--- src/rtl/spi_fsi_pkg.sv ---
package spi_fsi_pkg;
    typedef enum logic [2:0] {
        SEL_MASK   = 3'd0,
        SEL_CLEAR  = 3'd1,
        SEL_TXTH   = 3'd2,
        SEL_RXTH   = 3'd3,
        SEL_DMACTL = 3'd4,
        SEL_TXDL   = 3'd5,
        SEL_RXDL   = 3'd6
    } reg_sel_e;

    localparam int IRQ_W   = 5;
    localparam int IRQ_TXE = 0;
    localparam int IRQ_TXO = 1;
    localparam int IRQ_RXU = 2;
    localparam int IRQ_RXO = 3;
    localparam int IRQ_RXF = 4;

    localparam int CLR_ALL = 0;
    localparam int CLR_RXU = 1;
    localparam int CLR_RXO = 2;
    localparam int CLR_TXO = 3;

    localparam int DMA_RX_EN = 0;
    localparam int DMA_TX_EN = 1;

    // sticky slot order inside the error register bank
    localparam int STK_N   = 3;
    localparam int STK_TXO = 0;
    localparam int STK_RXU = 1;
    localparam int STK_RXO = 2;
endpackage

--- src/rtl/spi_fsi_thr_bank.sv ---
module spi_fsi_thr_bank #(
    parameter int DEPTH = 8,
    parameter int DW    = 8,
    parameter int NREG  = 4,
    localparam int TH_W = $clog2(DEPTH),
    localparam int IX_W = $clog2(NREG)
) (
    input  logic                       clk,
    input  logic                       rst_n,
    input  logic                       lock,
    input  logic                       wr_en,
    input  logic [IX_W-1:0]            wr_idx,
    input  logic [DW-1:0]              wr_data,
    output logic [NREG-1:0][TH_W-1:0]  thr_q
);
    localparam logic [DW-1:0] DEPTH_D = DW'(DEPTH);

    logic in_range;
    assign in_range = (wr_data < DEPTH_D);

    for (genvar g = 0; g < NREG; g++) begin : g_thr
        always_ff @(posedge clk or negedge rst_n) begin
            if (!rst_n) begin
                thr_q[g] <= '0;
            end else if (wr_en && !lock && in_range && (wr_idx == IX_W'(g))) begin
                thr_q[g] <= wr_data[TH_W-1:0];
            end
        end
    end
endmodule

--- src/rtl/spi_fsi_sticky.sv ---
module spi_fsi_sticky #(
    parameter int NB = 3
) (
    input  logic          clk,
    input  logic          rst_n,
    input  logic [NB-1:0] set_i,
    input  logic [NB-1:0] clr_i,
    output logic [NB-1:0] q
);
    for (genvar g = 0; g < NB; g++) begin : g_bit
        always_ff @(posedge clk or negedge rst_n) begin
            if (!rst_n) begin
                q[g] <= 1'b0;
            end else if (set_i[g]) begin
                q[g] <= 1'b1;      // an event outranks a clear
            end else if (clr_i[g]) begin
                q[g] <= 1'b0;
            end
        end
    end
endmodule

--- src/rtl/spi_fsi_level_cmp.sv ---
module spi_fsi_level_cmp #(
    parameter int DEPTH = 8,
    localparam int LVL_W = $clog2(DEPTH + 1),
    localparam int TH_W  = $clog2(DEPTH)
) (
    input  logic [LVL_W-1:0] level,
    input  logic [TH_W-1:0]  irq_thr,
    input  logic [TH_W-1:0]  dma_thr,
    input  logic             above_mode,
    output logic             is_full,
    output logic             is_empty,
    output logic             irq_hit,
    output logic             dma_hit
);
    localparam logic [LVL_W-1:0] FULL_L = LVL_W'(DEPTH);

    logic [LVL_W-1:0] irq_thr_x;
    logic [LVL_W-1:0] dma_thr_x;

    always_comb begin
        irq_thr_x = LVL_W'(irq_thr);
        dma_thr_x = LVL_W'(dma_thr);
        is_full   = (level == FULL_L);
        is_empty  = (level == '0);
        if (above_mode) begin
            irq_hit = (level > irq_thr_x);
            dma_hit = (level > dma_thr_x);
        end else begin
            irq_hit = (level <= irq_thr_x);
            dma_hit = (level <= dma_thr_x);
        end
    end
endmodule

--- src/rtl/spi_fsi_unit.sv ---
module spi_fsi_unit
    import spi_fsi_pkg::*;
#(
    parameter int DEPTH = 8,
    parameter int DW    = 8,
    localparam int LVL_W = $clog2(DEPTH + 1),
    localparam int TH_W  = $clog2(DEPTH)
) (
    input  logic             clk,
    input  logic             rst_n,
    input  logic             ctrl_en,
    input  logic             busy_in,
    input  logic [LVL_W-1:0] tx_level,
    input  logic [LVL_W-1:0] rx_level,
    input  logic             tx_push,
    input  logic             rx_push,
    input  logic             rx_pop,
    input  logic             wr_en,
    input  logic [2:0]       wr_sel,
    input  logic [DW-1:0]    wr_data,
    output logic [4:0]       status,
    output logic [4:0]       raw_irq,
    output logic [4:0]       masked_irq,
    output logic             irq,
    output logic             tx_dma_req,
    output logic             rx_dma_req,
    output logic [TH_W-1:0]  tx_thr_rd,
    output logic [TH_W-1:0]  rx_thr_rd,
    output logic [TH_W-1:0]  tx_dlvl_rd,
    output logic [TH_W-1:0]  rx_dlvl_rd
);
    localparam int NTHR = 4;

    reg_sel_e               sel;
    logic [IRQ_W-1:0]       mask_q;
    logic [1:0]             dma_en_q;
    logic                   thr_wr;
    logic [1:0]             thr_idx;
    logic [NTHR-1:0][TH_W-1:0] thr_q;
    logic                   clr_wr;
    logic [STK_N-1:0]       stk_set;
    logic [STK_N-1:0]       stk_clr;
    logic [STK_N-1:0]       stk_q;
    logic                   tx_full, tx_empty, tx_low, tx_dma_hit;
    logic                   rx_full, rx_empty, rx_high, rx_dma_hit;

    assign sel = reg_sel_e'(wr_sel);

    // write decode for the threshold bank
    always_comb begin
        thr_wr  = wr_en;
        thr_idx = 2'd0;
        unique case (sel)
            SEL_TXTH: thr_idx = 2'd0;
            SEL_RXTH: thr_idx = 2'd1;
            SEL_TXDL: thr_idx = 2'd2;
            SEL_RXDL: thr_idx = 2'd3;
            default:  thr_wr  = 1'b0;
        endcase
    end

    always_ff @(posedge clk or negedge rst_n) begin
        if (!rst_n) begin
            mask_q   <= '0;
            dma_en_q <= '0;
        end else if (wr_en) begin
            if (sel == SEL_MASK)   mask_q   <= wr_data[IRQ_W-1:0];
            if (sel == SEL_DMACTL) dma_en_q <= wr_data[1:0];
        end
    end

    spi_fsi_thr_bank #(.DEPTH(DEPTH), .DW(DW), .NREG(NTHR)) u_thr (
        .clk     (clk),
        .rst_n   (rst_n),
        .lock    (ctrl_en),
        .wr_en   (thr_wr),
        .wr_idx  (thr_idx),
        .wr_data (wr_data),
        .thr_q   (thr_q)
    );

    assign tx_thr_rd  = thr_q[0];
    assign rx_thr_rd  = thr_q[1];
    assign tx_dlvl_rd = thr_q[2];
    assign rx_dlvl_rd = thr_q[3];

    spi_fsi_level_cmp #(.DEPTH(DEPTH)) u_txcmp (
        .level      (tx_level),
        .irq_thr    (thr_q[0]),
        .dma_thr    (thr_q[2]),
        .above_mode (1'b0),
        .is_full    (tx_full),
        .is_empty   (tx_empty),
        .irq_hit    (tx_low),
        .dma_hit    (tx_dma_hit)
    );

    spi_fsi_level_cmp #(.DEPTH(DEPTH)) u_rxcmp (
        .level      (rx_level),
        .irq_thr    (thr_q[1]),
        .dma_thr    (thr_q[3]),
        .above_mode (1'b1),
        .is_full    (rx_full),
        .is_empty   (rx_empty),
        .irq_hit    (rx_high),
        .dma_hit    (rx_dma_hit)
    );

    // sticky error sources
    assign clr_wr = wr_en && (sel == SEL_CLEAR);

    always_comb begin
        stk_set          = '0;
        stk_set[STK_TXO] = tx_push && tx_full;
        stk_set[STK_RXU] = rx_pop  && rx_empty;
        stk_set[STK_RXO] = rx_push && rx_full;
        stk_clr          = '0;
        if (clr_wr) begin
            stk_clr[STK_TXO] = wr_data[CLR_ALL] | wr_data[CLR_TXO];
            stk_clr[STK_RXU] = wr_data[CLR_ALL] | wr_data[CLR_RXU];
            stk_clr[STK_RXO] = wr_data[CLR_ALL] | wr_data[CLR_RXO];
        end
    end

    spi_fsi_sticky #(.NB(STK_N)) u_stk (
        .clk   (clk),
        .rst_n (rst_n),
        .set_i (stk_set),
        .clr_i (stk_clr),
        .q     (stk_q)
    );

    always_comb begin
        status     = {rx_full, rx_empty, tx_empty, tx_full, busy_in};
        raw_irq    = '0;
        raw_irq[IRQ_TXE] = tx_low;
        raw_irq[IRQ_TXO] = stk_q[STK_TXO];
        raw_irq[IRQ_RXU] = stk_q[STK_RXU];
        raw_irq[IRQ_RXO] = stk_q[STK_RXO];
        raw_irq[IRQ_RXF] = rx_high;
        masked_irq = raw_irq & mask_q;
        irq        = |masked_irq;
        tx_dma_req = dma_en_q[DMA_TX_EN] && tx_dma_hit;
        rx_dma_req = dma_en_q[DMA_RX_EN] && rx_dma_hit;
    end
endmodule

--- config.mk ---
export PLATFORM = sky130hd
export DESIGN_NAME = spi_fsi_unit
export DESIGN_NICKNAME = d
export VERILOG_FILES = /design/src/rtl/spi_fsi_pkg.sv /design/src/rtl/spi_fsi_thr_bank.sv /design/src/rtl/spi_fsi_sticky.sv /design/src/rtl/spi_fsi_level_cmp.sv /design/src/rtl/spi_fsi_unit.sv
export SDC_FILE = /design/constraint.sdc
export NUM_CORES = 1
export LEC_CHECK = 0
export ABC_AREA = 0
export CAP_MARGIN = 20
export CORE_MARGIN = 3
export CORE_UTILIZATION = 47
export DETAILED_ROUTE_END_ITERATION = 6
export DONT_BUFFER_PORTS = 1
export PLACE_DENSITY = 0.71
export SETUP_SLACK_MARGIN = 0.5
export SLEW_MARGIN = 30
export SYNTH_ARGS = -nofsm -noshare
export SYNTH_HDL_FRONTEND = slang
export SYNTH_SLANG_ARGS = --single-unit
export TNS_END_PERCENT = 20
--- constraint.sdc ---
create_clock -name clk -period 1.5 [get_ports clk]
set_input_delay 0.075 -clock clk [delete_from_list [all_inputs] [get_ports clk]]
set_output_delay 0.075 -clock clk [all_outputs]
set_load 0.02 [all_outputs]
==> metrics.txt, run 1 <==
Cells after Synth=126; final wirelength=3.662 mm; RSZ-0062 raised after global routing=yes; maxcap violations=0; most common cell after layout, fill and taps aside=buf_4; syn_nets=165; Total GRT Usage=20.29%; Setup crit end=irq; htree depth=1; CP Class=reg -> out; Min-Delay Path Class=in -> reg; CP Data Arrival Time=1.91 ns; final setup vio count=7; DRC viols=0; power density cells=798.9 nW/µm²; total CTS buffers=3; startpoint types=register; initial antenna violation count=0; IO Port Bufs=0; leakage=0.9023 nW; Worst Path Required=1.42 ns; fin nets=201; r2r startpoint=u_thr.thr_q[1]; Worst slew margin=65.05%; antenna diode count=0; min cycle time layout=1.985 ns; layout cells sized above 1=52.17%; Rows=19; FMAX=503.8 MHz; gpl congestion=0.7394; post-route setup slack=-0.4850 ns; distinct cell type count after synthesis=32; Vias per Instance=5.896; vias=1,132; root buf cell=clkbuf_4; run status=finished, violations left; failing checks=negative setup slack; Die Footprint=3732 µm²; synth warn=0; I/O pin count=57; worst skew pair latency=0.31 ns; crit path max fanout=2; DPL Wire Length=2.823 mm; Avg WL per Cell=19.07 µm; clock transition at the registers of the reported paths=0.13 ns; 1st-iter DRT viols=38; CP Capture Type=primary output; Final Slew Violations=0; First-pass DRT Iterations=4; Die X=61.09 µm; slew of the pin with the lowest slew margin=0.5170 ns; worst slack, placed=-0.1134 ns; commonest non-fill, non-tap cells in the layout=buf_4, dfrtp_1, mux2_2, inv_1, dlygate4sd3_1; final hold violations=0; Routed Antenna Nets=0; clock sink count=22; Avg Cell Area, Syn=11.32 µm²; CTS tree=yes; CP Launch Point=u_thr.thr_q[1]; Starting Density=50.42%; CORE AREA=2829 µm²; Seq/Total Area, Yosys=38.60%; largest net degree at the start of global routing=23; Seq cells post-synth=22; grt ovf=0; flop2flop setup slack=0.46 ns; Finished Core Util=68.07%; Die Height=61.09 µm; Max VDD drop=0.0005100 V; period utilisation layout=132.3%; maximum root-to-sink buffer count=2; synthesized area=1426 µm²; first-pass GRT wire length=5.554 mm; r2r worst-path depth=3; vias in the first global route=1,132; final clock skew=0 ns; Area Overhead vs Synth=35.00%; reg2reg end=u_thr.thr_q[1]
stage by stage:
stage | hold WS (ns) | power [mW] | cell area, µm² | TNS [ns] | std cells
6_report | 0.008066 | 1.538 | 1926 | -2.063 | 192
4_1_cts | 0.005757 | 1.527 | 1861 | -1.685 | 188
5_1_grt | 0.007795 | 1.617 | 1926 | -2.491 | 192
3_3_place_gp | -0.2201 | 1.096 | 1680 | -0.1079 | 175
2_1_floorplan | -0.2206 | 1.005 | 1506 | -0.1386 | 126
3_5_place_dp | -0.2201 | 1.115 | 1680 | -0.1134 | 175
sequential cells by signal, indices dropped and copies added (netlist names):
register / cells
dma_en_q: 2
mask_q: 5
u_stk.q: 3
u_thr.thr_q: 12
repair_timing:
action	4_1_cts	5_1_grt
pin swaps	10	7
hold endpoints to repair	44	22
buffers inserted	0	3
endpoints found under the setup margin	10	17
resized for setup	13	8
cloned	0	0
hold buffers	9	1
critical path, stage by stage (launching register included):
cell	delay, ns
dfrtp_2	0.43
inv_2	0.06
ha_4	0.19
nor2b_4	0.12
or4_1	0.46
o211ai_1	0.10
a21o_1	0.22
layer usage:
metal | part of all wire [%] | up-vias | global-route usage (%)
met1 | 43 | 556 | 24.87
met2 | 47 | 49 | 36.25
met5 | 0 | - | 0
met4 | 0.55 | 0 | 0.9288
met3 | 8.8 | 2 | 6.918
li1 | - | 525 | -
worst min path at each step:
stage                    start              end  depth (start not counted)  slack [ns]
floorplan                rst_n      dma_en_q[0]                          0       -0.22
global placement         rst_n       u_stk.q[1]                          0       -0.22
detailed placement       rst_n       u_stk.q[1]                          0       -0.22
CTS                 wr_data[0]       u_stk.q[1]                          2       0.006
global route         wr_sel[2]  u_thr.thr_q[10]                          2       0.008
finish              wr_data[0]       u_stk.q[1]                          2       0.008
kinds of logic after synthesis:
| family | after synthesis | synth area share (%) |
|---|---|---|
| muxes | 19 | 16.58 |
| buffers and inverters | 20 | 7.105 |
| and+or+nand+nor | 35 | 18.16 |
| DFF | 22 | 38.60 |
| adders and majority gates | 12 | 10.53 |
| AOI/OAI and AO/OA | 18 | 9.036 |
power by group:
part           switching, mW  leakage (nW)  internal [mW]  total, mW
registers             0.0499         0.278          0.662      0.712
clock network          0.188        0.0210          0.148      0.337
logic                  0.238         0.603          0.252      0.490
total                  0.477         0.902           1.06       1.54
final cells by class:
class	instances	area [µm²]
multi-input cells	84	908.4
fillers	195	903.4
flip-flops and latches	22	558.0
repair buffers	38	335.3
inverters	13	48.80
well taps	31	38.79
clock buffers	4	36.28
synthesized netlist by cell type:
master | number | share of area (%)
a22o_1 | 3 | 1.8
nand2b_1 | 3 | 1.3
nor2_1 | 7 | 1.8
nor4_4 | 1 | 1.5
a32oi_1 | 2 | 1.2
o21a_1 | 1 | 0.53
nor3_2 | 2 | 1.4
buf_4 | 7 | 3.7
and4_4 | 1 | 0.79
a21o_1 | 1 | 0.53
o21ai_0 | 5 | 1.8
a31oi_1 | 2 | 0.88
nand2_2 | 1 | 0.44
mux2_1 | 3 | 2.4
nor3b_1 | 3 | 1.6
or4_1 | 1 | 0.53
mux2_4 | 6 | 6.3
a211oi_1 | 1 | 0.53
nand2_1 | 2 | 0.53
mux2_2 | 10 | 7.9
nor2b_1 | 2 | 0.88
nor3_1 | 2 | 0.70
ha_1 | 12 | 11
dfrtp_1 | 22 | 39
nand3b_4 | 2 | 2.8
inv_1 | 13 | 3.4
nor4_1 | 2 | 0.88
and2_1 | 4 | 1.8
nor4b_1 | 2 | 1.2
o211ai_1 | 1 | 0.53
a311oi_1 | 1 | 0.61
a2bb2oi_1 | 1 | 0.61
Power figures use the tool's default switching activity.
==> inputs of run 2 (changes only) <==
Clock period 1.5 ns to 1.8 ns, I/O delays scaled along.
==> run 2 against run 1 <==
  * The flow still finishes with violations (negative setup slack)
  * First-iteration DRC count shrank 18%
  * Non-clock buffer count shrank 13
  * Clock skew is the same
  * Final cell count shrank 6.8%
  * Power shrank 23%
  * Cell area shrank 10%
  * Hold slack gained 0.022 ns
  * Register-to-register slack gained 0.21 ns
  * Utilization shrank 7.1 points
  * Sequential power shrank 14%
  * Worst setup slack gained 0.26 ns
  * Routed wire length shrank 5.8%
==> metrics.txt, run 2 (same netlist as run 1, synthesis figures left out) <==
run status=finished, violations left; failing checks=negative setup slack; leakage=0.8058 nW; sequential share of power=51.5%; DP Cell Count=164; antenna diode count=0; power density cells=687.9 nW/µm²; gpl congestion=0.7510; Fill cells=238; final hold violations=0; Die Height=61.09 µm; CP Data Arrival Time=1.94 ns; top flop regs=u_thr.thr_q (12), mask_q (5), u_stk.q (3); CTS tree=yes; total CTS buffers=3; Die Footprint=3732 µm²; post-route setup slack=-0.2251 ns; min cycle time layout=2.025 ns; number of flip-flops in the largest register=12; maximum root-to-sink buffer count=2; Avg WL per Cell=19.27 µm; Gate power share=25.2%; period utilisation layout=112.5%; final wirelength=3.450 mm; RSZ-0062 raised after global routing=yes; maxcap violations=0; worst skew pair latency=0.30 ns; Final Slew Violations=0; Area Overhead vs Synth=20.88%; Min-Delay Path Class=in -> reg; layout cells sized above 1=40.54%; Internal=0.8140 mW; Layout Cells excl Fill=179; startpoint types=register; most common cell after layout, fill and taps aside=dfrtp_1; commonest non-fill, non-tap cells in the layout=dfrtp_1, buf_4, inv_1, mux2_2; First-pass DRT Iterations=4; I/O pin count=57; FMAX=493.8 MHz; CP Capture Type=primary output; Routed Antenna Nets=0; DPL Wire Length=2.567 mm; CP Class=reg -> out; Total GRT Usage=19.49%; grt ovf=0; slew of the pin with the lowest slew margin=0.4904 ns; Vias per Instance=6.067; Sw Ratio=31.37%; Die X=61.09 µm; final clock skew=0 ns; Clk pwr share=23.3%; Starting Density=50.42%; crit path max fanout=3; initial antenna violation count=0; vias=1,086; Worst slew margin=67.30%; Net Sw Power=0.3721 mW; fin nets=188; IO Port Bufs=0; Max VDD drop=0.0004302 V; clock transition at the registers of the reported paths=0.12 ns; Rows=19; CORE AREA=2829 µm²; Setup TNS=-0.2488 ns; final setup vio count=2; htree depth=1; largest net degree at the start of global routing=23; clock sink count=22; Worst Path Required=1.71 ns; Largest Register=u_thr.thr_q; 1st-iter DRT viols=31; vias in the first global route=1,147; root buf cell=clkbuf_4; DRC viols=0; first-pass GRT wire length=5.250 mm
[run 2: cell types whose count changed in the layout (fill, tap and decap cells not counted), moves of 2 or more]
cell,before,now
and2_1,0,3
and2_4,4,0
buf_4,20,15
buf_6,8,0
dfrtp_1,16,18
dfrtp_2,6,4
[run 2: power by group through the flow]
stage | clock, mW | sequential [mW] | combinational [mW]
final | 0.276 | 0.611 | 0.299
after global routing | 0.307 | 0.618 | 0.328
after CTS | 0.286 | 0.609 | 0.295
after detailed placement | 0 | 0.618 | 0.251
after global placement | 0 | 0.616 | 0.242
after floorplan | 0 | 0.612 | 0.210
[run 2: final timing paths]
path	start	to	slack (ns)	cells past startpoint
worst min register to register	mask_q[1]	mask_q[1]	0.52	1
min in group asynchronous	rst_n	mask_q[1]	0.30	2
max in group asynchronous	rst_n	u_thr.thr_q[8]	1.13	2
worst min-delay path	wr_data[0]	u_stk.q[1]	0.03	2
worst max register to register	u_thr.thr_q[1]	u_thr.thr_q[1]	0.67	3
worst max-delay path	u_thr.thr_q[1]	irq	-0.23	6
[run 2: per-layer routing]
| metal | share of wire [%] | routed length (µm) | track usage [%] | vias to the layer above |
|---|---|---|---|---|
| met5 | 0 | 0 | 0 | - |
| met4 | 1.1 | 39 | 4.025 | 0 |
| met3 | 9.1 | 313 | 7.757 | 6 |
| met2 | 51 | 1747 | 33.84 | 51 |
| met1 | 39 | 1349 | 22.75 | 532 |
| li1 | - | - | - | 497 |
[run 2: metrics by stage]
step	worst slack (ns)	instance area, µm²	hold WS, ns	power [mW]	util [%]
after floorplan	0.1412	1445	-0.2056	0.8220	-
after global placement	0.1607	1536	-0.2051	0.8582	54.31
after detailed placement	0.1398	1536	-0.2051	0.8685	54.31
after CTS	-0.2155	1710	0.02277	1.190	60.46
after global routing	-0.2907	1724	0.01254	1.253	60.95
final	-0.2251	1724	0.03048	1.186	60.95
[run 2: what timing repair did]
action	CTS	global route
hold buffers	9	1
endpoints found under the setup margin	7	7
gates resized for setup	12	2
hold endpoints to repair	44	22
gates cloned	0	0
buffers inserted	1	0
pin swaps	8	2
[run 2: layout make-up]
type / instances / area (µm²) / area share, %
clock buffer: 4 / 36.28 / 2.105
inverter: 13 / 48.80 / 2.830
multi-input combinational: 84 / 837.1 / 48.55
sequential: 22 / 555.5 / 32.22
tap: 31 / 38.79 / 2.250
timing repair buffer: 25 / 207.7 / 12.05
[run 2: critical path: stages (launching register included)]
cell,delay (ns)
dfrtp_2,0.44
inv_2,0.07
ha_4,0.20
nor2b_1,0.14
or4_1,0.46
o211ai_1,0.10
a21o_1,0.22
